### config.mk
export PLATFORM = sky130hd
export DESIGN_NAME = evt_framer
export DESIGN_NICKNAME = d
export VERILOG_FILES = /design/src/rtl/evt_framer_pkg.sv /design/src/rtl/evt_len_guard.sv /design/src/rtl/evt_busy_ctl.sv /design/src/rtl/evt_word_fmt.sv /design/src/rtl/evt_framer.sv
export SDC_FILE = /design/constraint.sdc
export NUM_CORES = 1
export LEC_CHECK = 0
export BUFFER_PORTS_ARGS = -buffer_cell sky130_fd_sc_hd__buf_2
export CAP_MARGIN = 20
export CORE_ASPECT_RATIO = 2
export CORE_MARGIN = 3
export CORE_UTILIZATION = 46
export CTS_CLUSTER_SIZE = 40
export DETAILED_ROUTE_END_ITERATION = 16
export GPL_TIMING_DRIVEN = 0
export MAX_ROUTING_LAYER = met4
export PLACE_DENSITY = 0.71
export SLEW_MARGIN = 25
export SYNTH_ARGS = -nofsm -noshare
export SYNTH_HDL_FRONTEND = slang
export SYNTH_SLANG_ARGS = --single-unit
### constraint.sdc
create_clock -name clk -period 3.2 [get_ports clk]
set_clock_uncertainty 0.2 [all_clocks]
set_input_delay 0.16 -clock clk [delete_from_list [all_inputs] [get_ports clk]]
set_output_delay 0.16 -clock clk [all_outputs]
set_load 0.01 [all_outputs]
### src/rtl/evt_framer_pkg.sv
// Shared encodings for the event framer.
// Assumes nothing beyond the 2-bit tag that sits at the top of every FIFO word.
package evt_framer_pkg;
    // Tag carried in the top two bits of every FIFO word.
    typedef enum logic [1:0] {
        TAG_NONE = 2'b00,
        TAG_PAY  = 2'b01,
        TAG_HDR  = 2'b10,
        TAG_TRL  = 2'b11
    } tag_e;

    // Framing state of the channel.
    typedef enum logic [1:0] {
        S_IDLE = 2'b00,
        S_COLL = 2'b01,
        S_DROP = 2'b10
    } st_e;

    // Which word the output stage should produce this cycle.
    typedef enum logic [1:0] {
        W_NONE = 2'b00,
        W_HDR  = 2'b01,
        W_PAY  = 2'b10,
        W_TRL  = 2'b11
    } wsel_e;
endpackage

### src/rtl/evt_len_guard.sv
// Payload counter and ceiling selection.
// Assumes: clr and inc are never high together. The ceiling is re-evaluated
// every cycle, so an almost-full that arrives mid-event takes effect at once.
module evt_len_guard #(
    parameter int LW      = 10,
    parameter int RED_LEN = 8
) (
    input  logic          clk,
    input  logic          rst_n,
    input  logic          clr,
    input  logic          inc,
    input  logic          afull,
    input  logic [LW-1:0] max_len,
    output logic [LW-1:0] cnt,
    output logic [LW-1:0] limit,
    output logic          room
);
    localparam logic [LW-1:0] RED = LW'(RED_LEN);

    // Pick the active ceiling: the reduced one only while almost-full is high.
    always_comb begin
        limit = (afull && (RED < max_len)) ? RED : max_len;
        room  = (cnt < limit);
    end

    // Count payload words written into the open block.
    always_ff @(posedge clk) begin
        if (!rst_n)   cnt <= '0;
        else if (clr) cnt <= '0;
        else if (inc) cnt <= cnt + 1'b1;
    end

    // The counter never steps past the ceiling that was in force when it stepped.
    p_cnt_bounded_r4: assert property (@(posedge clk) disable iff (!rst_n)
        inc |=> (cnt <= $past(limit)));
endmodule

### src/rtl/evt_busy_ctl.sv
// Back-pressure flag toward trigger control.
// Assumes open_next is high when a block will still be open after this cycle.
module evt_busy_ctl (
    input  logic clk,
    input  logic rst_n,
    input  logic afull,
    input  logic open_next,
    output logic busy
);
    // Set on almost-full; hold while the current block stays open.
    always_ff @(posedge clk) begin
        if (!rst_n) busy <= 1'b0;
        else        busy <= afull | (busy & open_next);
    end

    p_busy_on_afull_r8: assert property (@(posedge clk) disable iff (!rst_n)
        afull |=> busy);
endmodule

### src/rtl/evt_word_fmt.sv
// Registered output stage: builds header, payload and trailer words.
// Assumes NW <= SW and LW <= SW-2, so every field fits in the body.
module evt_word_fmt
    import evt_framer_pkg::*;
#(
    parameter int SW = 16,
    parameter int NW = 8,
    parameter int LW = 10,
    localparam int DW = SW + 2
) (
    input  logic          clk,
    input  logic          rst_n,
    input  wsel_e         wsel,
    input  logic [SW-1:0] smp_data,
    input  logic [NW-1:0] ev_num,
    input  logic [LW-1:0] cnt,
    input  logic          trunc,
    input  logic          red,
    output logic          fifo_wr,
    output logic [DW-1:0] fifo_data
);
    // Register the selected word and its write strobe.
    always_ff @(posedge clk) begin
        if (!rst_n) begin
            fifo_wr   <= 1'b0;
            fifo_data <= '0;
        end else begin
            fifo_wr <= (wsel != W_NONE);
            unique case (wsel)
                W_HDR:   fifo_data <= {TAG_HDR, SW'(ev_num)};
                W_PAY:   fifo_data <= {TAG_PAY, smp_data};
                W_TRL:   fifo_data <= {TAG_TRL, trunc, red, (SW-2)'(cnt)};
                default: fifo_data <= '0;
            endcase
        end
    end
endmodule

### src/rtl/evt_framer.sv
// Per-channel event framer. Frames one readout input's events as
// header / payload / trailer, enforces a length ceiling, drops overflow,
// and reports almost-full reduction through busy and error records.
// Assumes ev_start, smp_valid and ev_end are mutually exclusive in a cycle.
module evt_framer
    import evt_framer_pkg::*;
#(
    parameter int SW      = 16,
    parameter int NW      = 8,
    parameter int LW      = 10,
    parameter int RED_LEN = 8,
    localparam int DW     = SW + 2
) (
    input  logic          clk,
    input  logic          rst_n,
    input  logic          ev_start,
    input  logic [NW-1:0] ev_num,
    input  logic          smp_valid,
    input  logic [SW-1:0] smp_data,
    input  logic          ev_end,
    input  logic [LW-1:0] max_len,
    input  logic          fifo_afull,
    output logic          fifo_wr,
    output logic [DW-1:0] fifo_data,
    output logic          busy,
    output logic          err_valid,
    output logic [1:0]    err_code,
    output logic [NW-1:0] err_evnum
);
    st_e           st_q, st_n;
    wsel_e         wsel;
    logic          clr, inc, trunc, red_q, red_now;
    logic [LW-1:0] cnt, limit;
    logic          room;
    logic [NW-1:0] num_q;

    evt_len_guard #(.LW(LW), .RED_LEN(RED_LEN)) u_guard (
        .clk(clk), .rst_n(rst_n), .clr(clr), .inc(inc), .afull(fifo_afull),
        .max_len(max_len), .cnt(cnt), .limit(limit), .room(room)
    );

    evt_busy_ctl u_busy (
        .clk(clk), .rst_n(rst_n), .afull(fifo_afull),
        .open_next(st_n == S_COLL), .busy(busy)
    );

    evt_word_fmt #(.SW(SW), .NW(NW), .LW(LW)) u_fmt (
        .clk(clk), .rst_n(rst_n), .wsel(wsel), .smp_data(smp_data),
        .ev_num(ev_num), .cnt(cnt), .trunc(trunc), .red(red_now),
        .fifo_wr(fifo_wr), .fifo_data(fifo_data)
    );

    assign red_now = red_q | fifo_afull;

    // Framing decisions: next state, word to emit, counter control.
    always_comb begin
        st_n  = st_q;
        wsel  = W_NONE;
        clr   = 1'b0;
        inc   = 1'b0;
        trunc = 1'b0;
        unique case (st_q)
            S_IDLE: if (ev_start) begin
                st_n = S_COLL;
                wsel = W_HDR;
                clr  = 1'b1;
            end
            S_COLL: if (ev_end) begin
                st_n = S_IDLE;
                wsel = W_TRL;
            end else if (smp_valid) begin
                if (room) begin
                    wsel = W_PAY;
                    inc  = 1'b1;
                end else begin
                    wsel  = W_TRL;
                    trunc = 1'b1;
                    st_n  = S_DROP;
                end
            end
            S_DROP: if (ev_end) st_n = S_IDLE;
            default: st_n = S_IDLE;
        endcase
    end

    // State, sticky reduced flag and event number of the open block.
    always_ff @(posedge clk) begin
        if (!rst_n) begin
            st_q  <= S_IDLE;
            red_q <= 1'b0;
            num_q <= '0;
        end else begin
            st_q <= st_n;
            if (st_q == S_IDLE && ev_start) begin
                red_q <= fifo_afull;
                num_q <= ev_num;
            end else if (st_q == S_COLL) begin
                red_q <= red_now;
            end
        end
    end

    // Error record issued alongside any flagged trailer.
    always_ff @(posedge clk) begin
        if (!rst_n) begin
            err_valid <= 1'b0;
            err_code  <= 2'b00;
            err_evnum <= '0;
        end else begin
            err_valid <= (wsel == W_TRL) && (trunc || red_now);
            err_code  <= {red_now, trunc};
            err_evnum <= num_q;
        end
    end

    p_header_from_idle_r1: assert property (@(posedge clk) disable iff (!rst_n)
        (fifo_wr && fifo_data[DW-1 -: 2] == TAG_HDR) |-> ($past(st_q) == S_IDLE));

    p_no_overflow_r4: assert property (@(posedge clk) disable iff (!rst_n)
        (fifo_wr && fifo_data[DW-1 -: 2] == TAG_PAY) |-> (cnt <= $past(limit)));

    p_drop_silent_r5: assert property (@(posedge clk) disable iff (!rst_n)
        (st_q == S_DROP) |=> !fifo_wr);

    p_busy_hold_r8: assert property (@(posedge clk) disable iff (!rst_n)
        (busy && st_n == S_COLL) |=> busy);

    p_err_with_trailer_r9: assert property (@(posedge clk) disable iff (!rst_n)
        err_valid |-> (fifo_wr && fifo_data[DW-1 -: 2] == TAG_TRL));
endmodule

==> qor.yml, run 1 <==
synthesis:
  netlist_area_sq_um: 2230
  synthFlopType: "dfxtp_1"
  ys_warn_count: 0
  synthTopCellsByCount: "52 x dfxtp_1, 36 x nand2_1, 16 x a21oi_1, 16 x and2_1"
  ys_types: 36
  ys_ff_latch: 52
  synth_area_per_cell_sq_um: 9.19
  synth_area_leaders: "dfxtp_1 47%, nand2_1 6.1%, ha_1 5.6%"
  yosysTopAreaCell: "dfxtp_1"
  synth-async-reset-ratio_pct: 0
  syn_nets: 293
  synth_top_area_share_pct: 46.6
  synth.most_common_cell: "dfxtp_1"
  ys_seq_area_share_pct: 46.6
  synth_edf_count: 0
  synthCells: 243
worst_setup_path:
  cp_max_fo: 10
  cp.required_ps: 3180
  arrival_ps: 2900
  crit_type: "in2reg"
  critPathLaunchType: "primary input"
  cp-end-kind: "register"
power:
  p_per_area_nw_per_um2: 420
  ir_drop_uv: 275
  leakage_nw: 1.32
  power.total_w: 0.00126
routing:
  drt-initial-drc-count: 51
  wl_per_cell_um: 14.6
  ant_nets: 0
  via_per_inst: 5.35
  drcViolationCount: 0
  vias: 2138
  wl_um: 5830
  first_pass_iters: 4
clock_network:
  htree_levels: 2
  cts.sinks: 52
  cts_tree: "yes"
  clockBufferDepth: 2
  clock-root-buffer: "clkbuf_8"
  clkTransAtPathRegs_ps: 90
  clock_latency_ps: 300
  numCtsBuffers: 5
  post_cts_buffers: 0
layout:
  synthToLayoutAreaGrowth_pct: 34.4
  design_area_sq_um: 3000
  fin_cells: 400
  diodes: 0
  nets: 394
  layout-drive-gt1-share_pct: 24.1
  final.fill_count: 443
grt:
  grt.total_usage_pct: 22.1
  grt-ovfl-total: 0
  grt_pass1_wl_um: 9940
  antenna_found_initial: 0
  grt_max_degree: 17
  grt_pass1_vias: 2143
floorplan:
  row_count: 35
  fp.dieW_um: 55.3
  initial_core_util_pct: 48.1
  ioPinCount: 71
  die_h_um: 105
  design.die.area_sq_um: 5770
  core-area_sq_um: 4640
sta:
  worst_pin_slew_ps: 525
  drv_slew: 0
  fin_crit_ps: 2920
  hold_ws_ps: 68.8
  setup_violations: 0
  slew-limit-headroom_pct: 64.5
  timing.fmax_ghz: 0.343
  finalHoldViolCount: 0
  period_share_pct: 91.2
  rsz0062_at_grt: "false"
  setup_tns_ps: 0
place:
  place_area_sq_um: 2650
  place_inst: 367
  hpwl_um: 4480
  port_buffers: 69
  gp_routability_congestion: 0.935
flow_run:
  maxCapViolations: 0
min_path:
  worstHoldPathType: "in2reg"
run_status:
  status: "finished clean"
[repair_timing]
action	CTS	global route
setup endpoints to repair	0	5
hold endpoints to repair	25	0
resized for setup	0	1
hold buffers	25	0
[worst max-delay path, stage by stage]
cell and delay, ps:
buf_2 110, nor4_2 310, nand3_1 170, nand2_1 180, nand2_1 80, ha_1 310, a21oi_1 160, o221ai_1 190
a211o_4 430, buf_6 150, clkbuf_1 220, o31ai_1 320, a21oi_1 100
[cell usage in the layout, fill, tap and decap left out, drive strengths merged]
cell type,instances
a211o,1
nand2,36
and4,2
o31ai,11
o21ai,6
or4,8
and3,9
a21boi,9
clkinvlp,2
o221ai,1
nor3,2
ha,10
a2bb2o,1
o31a,1
dfxtp,52
a32o,1
nand4,3
a21oi,16
inv,2
and2,16
o21a,1
nor4bb,1
nand3,7
clkbuf,17
nor2b,1
nand2b,6
a211oi,1
a221o,8
o211ai,1
buf,71
nor2,10
and4b,1
nor4,1
or3,1
o22ai,3
nor3b,1
dlygate4sd3,25
[flip-flops by register name (all words and copies together) (netlist names)]
signal and count:
err_evnum 8, u_fmt.fifo_wr 1, u_guard.cnt 10, u_busy.busy 1, st_q 2, err_valid 1, u_fmt.fifo_data 18, err_code 2
red_q 1, num_q 8
[stage by stage]
step | setup slack [ps] | utilization (%)
3_5_place_dp | -224 | 57.0
4_1_cts | 91.7 | 64.5
3_3_place_gp | -235 | 57.0
5_1_grt | 9.62 | 64.6
2_1_floorplan | 456 | -
6_report | 283 | 64.6
[final cells by class]
class                           count  area (sq um)  area share, %
Sequential cell                    52          1040           34.7
Clock buffer                        6          82.6           2.75
Clock inverter                      2          15.0          0.501
Multi-Input combinational cell    176          1130           37.7
Buffer                             13          57.6           1.92
Inverter                            2          7.51          0.250
Timing Repair Buffer               94           596           19.9
Tap cell                           55          68.8           2.29
[where the power goes]
part           switching, W  leakage [nW]  internal, W
clock              0.000215        0.0434     0.000175
combinational     0.0000951         0.857    0.0000889
sequential        0.0000107         0.424     0.000675
total              0.000320          1.32     0.000940
[cell families after synthesis]
group	share of synthesized area [%]
buf+inv	2.91
simple gates	25.3
flops	46.6
fa+ha+maj	5.61
compound gates	19.6
[per-layer routing]
| layer | up-vias | track usage [%] | wire length (um) |
|---|---|---|---|
| met5 | - | - | 0 |
| met4 | 0 | 11.1 | 165 |
| met3 | 12 | 2.61 | 220 |
| met2 | 59 | 41.3 | 3340 |
| met1 | 980 | 21.6 | 2110 |
| li1 | 1087 | - | - |
[final timing paths]
check                 start  slack (ps)  depth (start not counted)        endpoint
max              max_len[9]         280                         13  u_guard.cnt[9]
min                  ev_end          70                          4         st_q[0]
max reg2reg  u_guard.cnt[1]         560                          8  u_guard.cnt[9]
min reg2reg        num_q[7]         260                          1    err_evnum[7]
Power figures use the tool's default switching activity.
==> run 2: changes to the inputs <==
--- a/config.mk
+++ b/config.mk
@@ -7,15 +7,18 @@
 export LEC_CHECK = 0
 export BUFFER_PORTS_ARGS = -buffer_cell sky130_fd_sc_hd__buf_2
 export CAP_MARGIN = 20
+export CELL_PAD_IN_SITES_DETAIL_PLACEMENT = 0
+export CELL_PAD_IN_SITES_GLOBAL_PLACEMENT = 2
 export CORE_ASPECT_RATIO = 2
 export CORE_MARGIN = 3
-export CORE_UTILIZATION = 46
+export CORE_UTILIZATION = 31
 export CTS_CLUSTER_SIZE = 40
 export DETAILED_ROUTE_END_ITERATION = 16
 export GPL_TIMING_DRIVEN = 0
 export MAX_ROUTING_LAYER = met4
-export PLACE_DENSITY = 0.71
+export PLACE_DENSITY = 0.78
 export SLEW_MARGIN = 25
 export SYNTH_ARGS = -nofsm -noshare
 export SYNTH_HDL_FRONTEND = slang
+export SYNTH_HIERARCHICAL = 1
 export SYNTH_SLANG_ARGS = --single-unit
==> qor.yml, run 2 <==
layout:
  design_area_sq_um: 3360
  synthToLayoutAreaGrowth_pct: 38.8
  layout-drive-gt1-share_pct: 36.3
  final_util_pct: 44.2
  largest_register_ffs: 18
  largest-register: "u_fmt/fifo_data"
  nets: 404
  diodes: 0
  final_cell_mix: "70 x buf_2, 52 x dfxtp_1, 32 x nand2_1, 24 x nor2_1, 18 x dlygate4sd3_1"
  final_common_cell: "buf_2"
  final.fill_count: 784
  reg_top3: "u_fmt/fifo_data (18), u_guard/cnt (10)"
sta:
  setup_tns_ps: 0
  hold_ws_ps: 7.92
  finalHoldViolCount: 0
  drv_slew: 0
  timing.fmax_ghz: 0.341
  period_share_pct: 91.7
  setup_violations: 0
  worst_pin_slew_ps: 505
  fin_crit_ps: 2930
  slew-limit-headroom_pct: 66.3
worst_setup_path:
  arrival_ps: 2920
  rr_endpoint: "u_fmt/fifo_data[4]"
  r2r_slack_ps: 520
  crit_top_cell: "nand2_1"
  cpMaxStageDelayCell: "ha_1"
  timing.rr.start: "u_guard/cnt[3]"
  critPathLaunchType: "primary input"
  cp.required_ps: 3190
  slowest_delay_ps: 300
  r2r_cells: 12
  cp_max_fo: 10
  path_cells: "buf_2 > nor4_4 > nand2_1 > o21ai_1 > buf_4 > nand2_1 > ha_1 > nand2_2 > nor2_4 > nand2_1 > o31a_1 > nand2b_4 > and2_1 > a211oi_2 > buf_6 > buf_8 > mux2i_1 > nor2_1"
  crit_type: "in2reg"
  cp-end-kind: "register"
routing:
  wl_um: 6040
  drcViolationCount: 0
  ant_nets: 0
  wl_per_cell_um: 13.5
  vias: 2047
  first_pass_iters: 3
  via_per_inst: 4.56
  drt-initial-drc-count: 52
power:
  ir_drop_uv: 224
  power.total_w: 0.00154
  leakage_nw: 1.48
  p_per_area_nw_per_um2: 459
place:
  port_buffers: 70
  place_area_sq_um: 2890
  gp_routability_congestion: 0.753
  hpwl_um: 4730
grt:
  antenna_found_initial: 0
  use_met2_pct: 27.0
  grt.total_usage_pct: 15.1
  grt-busiest-layer: "met2"
  grt_pass1_vias: 1910
  grt_util_met1_pct: 15.4
  grt_use_met3_pct: 2.05
  grt_max_degree: 18
  grt-ovfl-total: 0
  grt_pass1_wl_um: 9600
flow_run:
  maxCapViolations: 0
clock_network:
  clockBufferDepth: 2
  cts_tree: "yes"
  clkTransAtPathRegs_ps: 70
  htree_levels: 2
  cts.sinks: 52
  clock-root-buffer: "clkbuf_16"
  clock_latency_ps: 290
  numCtsBuffers: 5
synthesis:
  ys_warn_count: 6
  synthCells: 251
  synth_area_per_cell_sq_um: 9.64
  syn_nets: 301
  netlist_area_sq_um: 2420
floorplan:
  initial_core_util_pct: 31.8
  die_h_um: 131
  row_count: 45
  design.die.area_sq_um: 8970
  fp.dieW_um: 68.5
  ioPinCount: 71
  core-area_sq_um: 7600
run_status:
  status: "finished clean"
min_path:
  hold_end: "u_fmt/fifo_data[7]"
  hold_start: "smp_data[7]"
  worstHoldPathType: "in2reg"
  min_delay_path_depth: 3
[run 2: worst max path at each step]
stage	start	end	slack, ps	depth (start not counted)
final	max_len[5]	u_fmt/fifo_data[9]	270	18
after detailed placement	max_len[9]	u_fmt/fifo_data[9]	-470	18
after CTS	max_len[9]	u_fmt/fifo_data[9]	4	18
after global routing	max_len[5]	u_guard/cnt[5]	-10	17
after global placement	max_len[9]	u_fmt/fifo_data[9]	-460	18
after floorplan	max_len[9]	u_fmt/fifo_data[14]	120	17
[run 2: report_power, final]
group          leakage, nW  switching [W]  internal, W
clock               0.0804       0.000243     0.000372
combinational        0.974       0.000123     0.000119
sequential           0.425     0.00000920     0.000675
total                 1.48       0.000375      0.00117
[run 2: timing repair]
action | 4_1_cts | 5_1_grt
resized for setup | 2 | 13
hold endpoints to repair | 18 | 0
buffers inserted | 2 | 6
hold buffers | 18 | 0
setup endpoints to repair | 6 | 25
pin swaps | 0 | 4
cloned | 0 | 0
[run 2: metal layers]
| layer | part of all wire [%] | routed length [um] |
|---|---|---|
| met3 | 3.4 | 205 |
| met5 | 0 | 0 |
| met1 | 36 | 2160 |
| met4 | 2.4 | 143 |
| met2 | 58 | 3530 |
[run 2: stage by stage]
stage	setup slack, ps	cells
after floorplan	119	251
final	266	449
after global placement	-456	415
after detailed placement	-465	415
after CTS	3.79	443
after global routing	-12.5	449
[run 2: area by class of cell]
class / count / area [sq um] / share of cell area (%)
plain buffers: 13 / 129 / 3.84
clock buffers: 5 / 125 / 3.73
clock inverters: 3 / 46.3 / 1.38
inverters: 7 / 40.0 / 1.19
multi-input cells: 179 / 1270 / 37.8
flip-flops and latches: 52 / 1040 / 31.0
well taps: 94 / 118 / 3.50
repair buffers: 96 / 591 / 17.6
[run 2: worst max-delay path: cells and delay by family]
family	cells	cell delay (ps)
and+or+nand+nor	9	1070
AOI/OAI and AO/OA	3	600
buffers and inverters	4	560
adders and majority gates	1	300
muxes	1	210
